[src/rtl/sgr_pkg.sv]
package sgr_pkg;
  localparam int CHAR_BITS = 8;
  localparam int FRAME_BITS = 10;

  typedef enum logic [2:0] {
    RX_IDLE, RX_START, RX_DATA, RX_STOP, RX_WAITHI
  } rxState_t;

  typedef struct packed {
    logic shiftIn;
    logic pushChar;
  } rxStrobe_t;
endpackage

[src/rtl/sgr_datapath.sv]
module sgr_datapath import sgr_pkg::*; #(
  parameter int DEPTH = 8,
  localparam int CNT_W = $clog2(DEPTH + 1),
  localparam int PTR_W = $clog2(DEPTH)
) (
  input  logic                 clk,
  input  logic                 rstN,
  input  logic                 rxLine,
  input  rxStrobe_t            strobe,
  input  logic                 rdStrobe,
  output logic                 rxSync,
  output logic [CHAR_BITS-1:0] rdData,
  output logic [CNT_W-1:0]     fifoCount,
  output logic                 fifoFull
);
  logic [1:0] syncReg;
  logic [CHAR_BITS-1:0] shiftReg;
  logic [CHAR_BITS-1:0] mem [DEPTH];
  logic [PTR_W-1:0] wrPtr, rdPtr;
  logic doPush, doPop, fifoEmpty;

  always_ff @(posedge clk or negedge rstN) begin
    if (!rstN) syncReg <= 2'b11;
    else       syncReg <= {syncReg[0], rxLine};
  end
  assign rxSync = syncReg[1];

  always_ff @(posedge clk or negedge rstN) begin
    if (!rstN) shiftReg <= '0;
    else if (strobe.shiftIn) shiftReg <= {rxSync, shiftReg[CHAR_BITS-1:1]};
  end

  assign fifoFull  = (fifoCount == CNT_W'(DEPTH));
  assign fifoEmpty = (fifoCount == '0);
  assign doPush    = strobe.pushChar && !fifoFull;
  assign doPop     = rdStrobe && !fifoEmpty;
  assign rdData    = fifoEmpty ? '0 : mem[rdPtr];

  always_ff @(posedge clk) begin
    if (doPush) mem[wrPtr] <= shiftReg;
  end

  always_ff @(posedge clk or negedge rstN) begin
    if (!rstN) begin
      wrPtr <= '0;
      rdPtr <= '0;
      fifoCount <= '0;
    end else begin
      if (doPush) wrPtr <= wrPtr + 1'b1;
      if (doPop)  rdPtr <= rdPtr + 1'b1;
      case ({doPush, doPop})
        2'b10:   fifoCount <= fifoCount + 1'b1;
        2'b01:   fifoCount <= fifoCount - 1'b1;
        default: fifoCount <= fifoCount;
      endcase
    end
  end
endmodule

[src/rtl/sgr_control.sv]
module sgr_control import sgr_pkg::*; #(
  parameter int DIV_W = 16,
  parameter int GAP_W = 4,
  parameter int OVS   = 16
) (
  input  logic             clk,
  input  logic             rstN,
  input  logic             rxSync,
  input  logic             fifoFull,
  input  logic [DIV_W-1:0] baudDiv,
  input  logic [GAP_W-1:0] gapChars,
  input  logic [2:0]       clrFlags,
  output rxStrobe_t        strobe,
  output logic             rxIdle,
  output logic             frameErr,
  output logic             overflow,
  output logic             eomFlag
);
  localparam int OVS_W      = $clog2(OVS);
  localparam int MID        = OVS / 2 - 1;
  localparam int LAST       = OVS - 1;
  localparam int CHAR_TICKS = OVS * FRAME_BITS;
  localparam int IDLE_W     = GAP_W + $clog2(CHAR_TICKS + 1);
  localparam int BIT_W      = $clog2(CHAR_BITS);

  rxState_t state;
  logic [DIV_W-1:0] divCnt, divLimit;
  logic tick;
  logic [OVS_W-1:0] ovsCnt;
  logic [BIT_W-1:0] bitCnt;
  logic [IDLE_W-1:0] idleCnt, gapTarget;
  logic armed;

  // over-sample tick generator
  assign divLimit = (baudDiv == '0) ? '0 : baudDiv - 1'b1;
  assign tick     = (divCnt >= divLimit);

  always_ff @(posedge clk or negedge rstN) begin
    if (!rstN) divCnt <= '0;
    else       divCnt <= tick ? '0 : divCnt + 1'b1;
  end

  always_comb begin
    strobe.shiftIn  = tick && (state == RX_DATA) && (ovsCnt == OVS_W'(LAST));
    strobe.pushChar = tick && (state == RX_STOP) && (ovsCnt == OVS_W'(LAST));
  end
  assign rxIdle = (state == RX_IDLE);

  // character framing state machine
  always_ff @(posedge clk or negedge rstN) begin
    if (!rstN) begin
      state  <= RX_IDLE;
      ovsCnt <= '0;
      bitCnt <= '0;
    end else begin
      case (state)
        RX_IDLE: if (tick && !rxSync) begin
          state  <= RX_START;
          ovsCnt <= '0;
        end
        RX_START: if (tick) begin
          if (ovsCnt == OVS_W'(MID)) begin
            ovsCnt <= '0;
            bitCnt <= '0;
            state  <= rxSync ? RX_IDLE : RX_DATA;
          end else ovsCnt <= ovsCnt + 1'b1;
        end
        RX_DATA: if (tick) begin
          if (ovsCnt == OVS_W'(LAST)) begin
            ovsCnt <= '0;
            if (bitCnt == BIT_W'(CHAR_BITS - 1)) state <= RX_STOP;
            else bitCnt <= bitCnt + 1'b1;
          end else ovsCnt <= ovsCnt + 1'b1;
        end
        RX_STOP: if (tick) begin
          if (ovsCnt == OVS_W'(LAST)) begin
            ovsCnt <= '0;
            state  <= rxSync ? RX_IDLE : RX_WAITHI;
          end else ovsCnt <= ovsCnt + 1'b1;
        end
        RX_WAITHI: if (rxSync) state <= RX_IDLE;
        default: state <= RX_IDLE;
      endcase
    end
  end

  // sticky error flags, set wins over clear
  always_ff @(posedge clk or negedge rstN) begin
    if (!rstN) begin
      frameErr <= 1'b0;
      overflow <= 1'b0;
    end else begin
      if (strobe.pushChar && !rxSync) frameErr <= 1'b1;
      else if (clrFlags[0])           frameErr <= 1'b0;
      if (strobe.pushChar && fifoFull) overflow <= 1'b1;
      else if (clrFlags[1])            overflow <= 1'b0;
    end
  end

  // idle-gap timer
  assign gapTarget = IDLE_W'(gapChars) * IDLE_W'(CHAR_TICKS);

  always_ff @(posedge clk or negedge rstN) begin
    if (!rstN) begin
      idleCnt <= '0;
      armed   <= 1'b0;
      eomFlag <= 1'b0;
    end else begin
      if (strobe.pushChar) begin
        idleCnt <= '0;
        armed   <= 1'b1;
      end else if (state != RX_IDLE) begin
        idleCnt <= '0;
      end else if (armed && idleCnt >= gapTarget) begin
        armed   <= 1'b0;
        idleCnt <= '0;
      end else if (armed && tick) begin
        idleCnt <= idleCnt + 1'b1;
      end

      if (!strobe.pushChar && state == RX_IDLE && armed && idleCnt >= gapTarget)
        eomFlag <= 1'b1;
      else if (clrFlags[2])
        eomFlag <= 1'b0;
    end
  end
endmodule

[src/rtl/serial_gap_rx.sv]
module serial_gap_rx import sgr_pkg::*; #(
  parameter int DEPTH = 8,
  parameter int DIV_W = 16,
  parameter int GAP_W = 4,
  parameter int OVS   = 16,
  localparam int CNT_W = $clog2(DEPTH + 1)
) (
  input  logic                 clk,
  input  logic                 rstN,
  input  logic                 rxLine,
  input  logic [DIV_W-1:0]     baudDiv,
  input  logic [CNT_W-1:0]     fifoLevel,
  input  logic [GAP_W-1:0]     gapChars,
  input  logic [3:0]           intEn,
  input  logic [2:0]           clrFlags,
  input  logic                 rdStrobe,
  output logic [CHAR_BITS-1:0] rdData,
  output logic [CNT_W-1:0]     fifoCount,
  output logic                 levelHit,
  output logic                 frameErr,
  output logic                 overflow,
  output logic                 eomFlag,
  output logic                 irq
);
  rxStrobe_t strobe;
  logic rxSync, fifoFull, rxIdle, chPush;

  sgr_control #(.DIV_W(DIV_W), .GAP_W(GAP_W), .OVS(OVS)) ctrl (
    .clk(clk), .rstN(rstN), .rxSync(rxSync), .fifoFull(fifoFull),
    .baudDiv(baudDiv), .gapChars(gapChars), .clrFlags(clrFlags),
    .strobe(strobe), .rxIdle(rxIdle), .frameErr(frameErr),
    .overflow(overflow), .eomFlag(eomFlag)
  );

  sgr_datapath #(.DEPTH(DEPTH)) dp (
    .clk(clk), .rstN(rstN), .rxLine(rxLine), .strobe(strobe),
    .rdStrobe(rdStrobe), .rxSync(rxSync), .rdData(rdData),
    .fifoCount(fifoCount), .fifoFull(fifoFull)
  );

  assign chPush   = strobe.pushChar;
  assign levelHit = (fifoLevel != '0) && (fifoCount >= fifoLevel);
  assign irq = |(intEn & {eomFlag, overflow, frameErr, levelHit});
endmodule

[config.mk]
export PLATFORM = sky130hd
export DESIGN_NAME = serial_gap_rx
export DESIGN_NICKNAME = d
export VERILOG_FILES = /design/src/rtl/sgr_pkg.sv /design/src/rtl/sgr_datapath.sv /design/src/rtl/sgr_control.sv /design/src/rtl/serial_gap_rx.sv
export SDC_FILE = /design/constraint.sdc
export NUM_CORES = 1
export LEC_CHECK = 0
export ABC_AREA = 0
export CORE_MARGIN = 3
export CORE_UTILIZATION = 38
export DETAILED_ROUTE_END_ITERATION = 7
export GPL_TIMING_DRIVEN = 0
export REMOVE_ABC_BUFFERS = 1
export SLEW_MARGIN = 10
export SYNTH_ARGS = -nofsm -noshare
export SYNTH_HDL_FRONTEND = slang
export SYNTH_SLANG_ARGS = --single-unit
[constraint.sdc]
create_clock -name clk -period 4.3 [get_ports clk]
set_clock_uncertainty 0.2 [all_clocks]
set_input_delay 0.86 -clock clk [delete_from_list [all_inputs] [get_ports clk]]
set_output_delay 0.86 -clock clk [all_outputs]
set_load 0.02 [all_outputs]
==> run_results.csv <==
group,metric,value,unit
route,avgRoutedWirePerCell,16.4,µm
placement,port_buffers,51,
global_route,met2_usage,28.3,%
floorplan,coreArea,16800,µm²
floorplan,dieArea,19000,µm²
route,first_pass_iters,4,
global_route,use_met3,3.65,%
global_route,grt_start_max_net_pins,63,
cts,htreeDepth,4,
final_layout,layout-drive-gt1-share,26.9,%
setup_path,crit_family,"simple AND/OR/NAND/NOR gates",
placement,place_inst,803,
route,vias,4551,
global_route,track_usage,15.9,%
outcome,outcome,"finished with violations",
job,cap_violations,0,
route,drtAntennaViolNets,0,
setup_path,max_stage_delay,0.53,ns
yosys,avgSynthCellArea,12.1,µm²
floorplan,boundaryPins,52,
setup_path,cp-start-kind,"primary input",
yosys,ys.flop_type,"edfxtp_1",
yosys,yosys_warnings,0,
yosys,synth_seq_cells,126,
yosys,synth_area,6600,µm²
yosys,synth_compound_area_share,5.73,%
hold_path,hold_depth,0,
cts,clk_pin_slew,0.06,ns
hold_path,holdCritPathClass,"reg2reg",
sta,fin_crit_sh,113,%
yosys,synth_xor_area_share,5.44,%
sta,setup_ws,-0.574,ns
pwr,p_per_area,468,nW/µm²
yosys,netlist_instances,547,
floorplan,rows,47,
route,drt_iter0_markers,145,
outcome,violations,"setup timing",
sta,grt_setup_unrepaired,"true",
setup_path,crit_path_top_delay_cell,"or4_4",
setup_path,cp.depth,20,
setup_path,critPathMaxFanout,5,
final_layout,fin_cells,879,
floorplan,die_w,138,µm
setup_path,worstRegToRegCells,10,
yosys,synth_top_family_by_area,"simple AND/OR/NAND/NOR gates",
yosys,synth_edf_count,64,
sta,tns,-36.49,ns
route,drc,0,
floorplan,start_util,39.4,%
final_layout,syn_to_final_growth,33.3,%
yosys,seq_area_frac_synth,52.7,%
yosys,ys_types,58,
pwr,swShare,33.5,%
yosys,yosys.area_share.simple,14.9,%
setup_path,crit_type,"in2reg",
yosys,synth-adder-area-share,8.65,%
cts,cts_buffers,17,
pwr,ir_worst_vdd,0.000314,V
placement,dp_hpwl,9.22,mm
setup_path,regToRegSetupSlack,1.24,ns
setup_path,cp.required,4.39,ns
global_route,busiest_layer,"met2",
sta,fin_crit,4.87,ns
placement,gp_congestion,0.796,
cts,cts_max_path_buffers,2,
pwr,pwr-share-comb,28.4,%
setup_path,crit_arrival,4.97,ns
setup_path,r2r-start,"ctrl.state[2]$_DFFE_PN0P_",
global_route,grt_use_met1,19.3,%
floorplan,die_height,138,µm
setup_path,end_kind,"flip-flop",
yosys,muxShareOfSynthArea,10.1,%
setup_path,path_cells,"buf_6 -> or4_4 -> or3_4 -> or4_4 -> or3_4 -> buf_12 -> and2_4 -> ha_4 -> nand2b_4 -> a2111oi_4 -> o311a_4 -> nand2_8 -> nand3_4 -> ha_4 -> xor2_1 -> ha_2 -> a21oi_2 -> xor2_1 -> nor2_1 -> xor2_1",
global_route,antenna_found_initial,0,
global_route,grt_overflow,0,
sta,worst_slew_pin_slew,1.11,ns
final_layout,n_fill_cell,1405,
sta,fmax,0.205,GHz
global_route,grt_pass1_wl,23.4,mm
hold_path,hp-start,"dp.syncReg[0]$_DFF_PN1_",
global_route,first_global_vias,4635,
pwr,p_sw,1380,µW
final_layout,antennaDiodeCount,0,
pwr,seqPwrFrac,39.8,%
sta,finalSetupViolations,117,
sta,finalHoldViolations,0,
cts,cts_root_buf,"clkbuf_16",
setup_path,critPathMostFrequentCell,"xor2_1",
sta,slew_violations,0,
route,via_per_inst,5.18,
hold_path,holdPathEnd,"dp.syncReg[1]$_DFF_PN1_",
pwr,clkPwrFrac,31.8,%
yosys,ys_async_sr_fraction,49.2,%
pwr,p_int,2740,µW
route,wirelength,14.4,mm
sta,slew_headroom,25.9,%
cts,cts.sinks,126,
final_layout,fin_util,52.5,%
final_layout,fin_nets,726,
cts,insertion_delay,0.42,ns
cts,cts_tree,"built",
setup_path,worst-path-buf-inv,2,
setup_path,crit-reg2reg-capture,"dp.fifoCount[2]$_DFFE_PN0P_",
pwr,power.leakage,0.00358,µW
worst register-to-register path, cell delays in order, from the launching register on:
cell and delay, ns:
dfrtp_1 0.51, nand2b_1 0.29, nor3_1 0.69, nand3_4 0.19, ha_4 0.23, xor2_1 0.14
ha_2 0.19, a21oi_2 0.12, xor2_1 0.18, nor2_1 0.07, xor2_1 0.13
kinds of logic after synthesis:
family / count (synthesis)
adders and majority gates: 45
xor gates and xnor gates: 41
DFF: 126
buffers and inverters: 41
AOI/OAI and AO/OA: 57
and+or+nand+nor: 192
muxes: 45
power by group through the flow:
stage	Sequential [µW]	Clock (µW)	Combinational [µW]
after global routing	1670	1390	1290
after global placement	1650	0	953
after floorplan	1600	0	654
after detailed placement	1660	0	995
after CTS	1640	1320	1140
final	1640	1310	1170
layer usage:
| layer | vias up | share of wire, % |
|---|---|---|
| li1 | 2202 | - |
| met1 | 2263 | 44 |
| met2 | 71 | 52 |
| met3 | 15 | 3.0 |
| met4 | 0 | 1.2 |
| met5 | - | 0 |
layout by cell type, fill, tap and decap left out, types with 5 or more instances in the layout:
cell	Yosys	routed
mux4_2	16	16
nor2b_1	5	5
nor2_4	0	6
buf_6	1	11
clkbuf_16	0	17
dfrtp_1	60	60
xor2_1	23	23
xnor2_1	18	18
o21ai_0	8	5
clkdlybuf4s50_1	0	45
a21oi_1	17	11
and3_1	7	6
mux2i_1	15	14
nand4_1	10	10
nor3_1	14	11
inv_1	25	25
buf_4	0	22
ha_1	44	35
nand2b_1	10	9
a21oi_2	0	5
mux2_2	14	13
buf_12	0	11
nand2_1	44	37
nor2_1	57	50
nand3_1	15	14
ha_4	0	7
edfxtp_1	64	64
final cells by class:
class / instances / area [µm²] / area share, %
Tap cell: 220 / 275 / 3.13
Multi-Input combinational cell: 382 / 3400 / 38.7
Timing Repair Buffer: 94 / 1000 / 11.4
Clock inverter: 14 / 113 / 1.28
Sequential cell: 126 / 3480 / 39.5
Inverter: 25 / 93.8 / 1.07
Clock buffer: 18 / 429 / 4.88
worst max-delay path by stage:
stage / from / endpoint / slack (ns)
floorplan: baudDiv[9] / dp.fifoCount[2]$_DFFE_PN0P_ / -1.54
global placement: baudDiv[7] / dp.fifoCount[2]$_DFFE_PN0P_ / -3.14
detailed placement: baudDiv[7] / dp.fifoCount[2]$_DFFE_PN0P_ / -3.26
CTS: baudDiv[8] / dp.fifoCount[2]$_DFFE_PN0P_ / -0.74
global route: baudDiv[8] / dp.fifoCount[2]$_DFFE_PN0P_ / -0.67
finish: baudDiv[8] / dp.fifoCount[2]$_DFFE_PN0P_ / -0.57
flip-flops by register name, summed over array words and instances, names as in the netlist, 2 cells and up:
name          cells
ctrl.bitCnt       3
ctrl.divCnt      16
ctrl.idleCnt     12
ctrl.ovsCnt       4
ctrl.state        3
dp.fifoCount      4
dp.mem           64
dp.rdPtr          3
dp.shiftReg       8
dp.syncReg        2
dp.wrPtr          3
synthesized netlist by cell type (all sizes together), types with 4 or more instances:
master	count	area, µm²
a21o	4	30.0
a21oi	17	85.1
and2	4	25.0
and3	7	43.8
and4	4	35.0
buf	8	41.3
clkbuf	8	30.0
dfrtp	60	1500
edfxtp	64	1920
ha	44	551
inv	25	93.8
mux2	14	158
mux2i	15	150
mux4	16	360
nand2	44	165
nand2b	10	62.6
nand3	15	75.1
nand4	10	62.6
nor2	57	214
nor2b	5	31.3
nor3	14	70.1
nor4	6	52.6
o21ai	8	40.0
or3	4	40.0
or4	4	38.8
xnor2	18	158
xor2	23	201
per-stage QoR:
step / hold WS [ns] / setup slack [ns] / area [µm²] / power, µW
2_1_floorplan: 0.145 / -1.54 / 6530 / 2250
3_3_place_gp: 0.156 / -3.14 / 7310 / 2600
3_5_place_dp: 0.156 / -3.26 / 7330 / 2650
4_1_cts: 0.165 / -0.742 / 8570 / 4100
5_1_grt: 0.166 / -0.666 / 8790 / 4350
6_report: 0.163 / -0.574 / 8790 / 4110
timing repair:
action                     4_1_cts  5_1_grt
buffers inserted                29       16
setup endpoints to repair      120      121
hold buffers                     0        0
gates cloned                     2        0
hold endpoints to repair         0        0
resized for setup              102       25
pin swaps                       32       24
No activity file was read; power rests on OpenSTA's default activity.
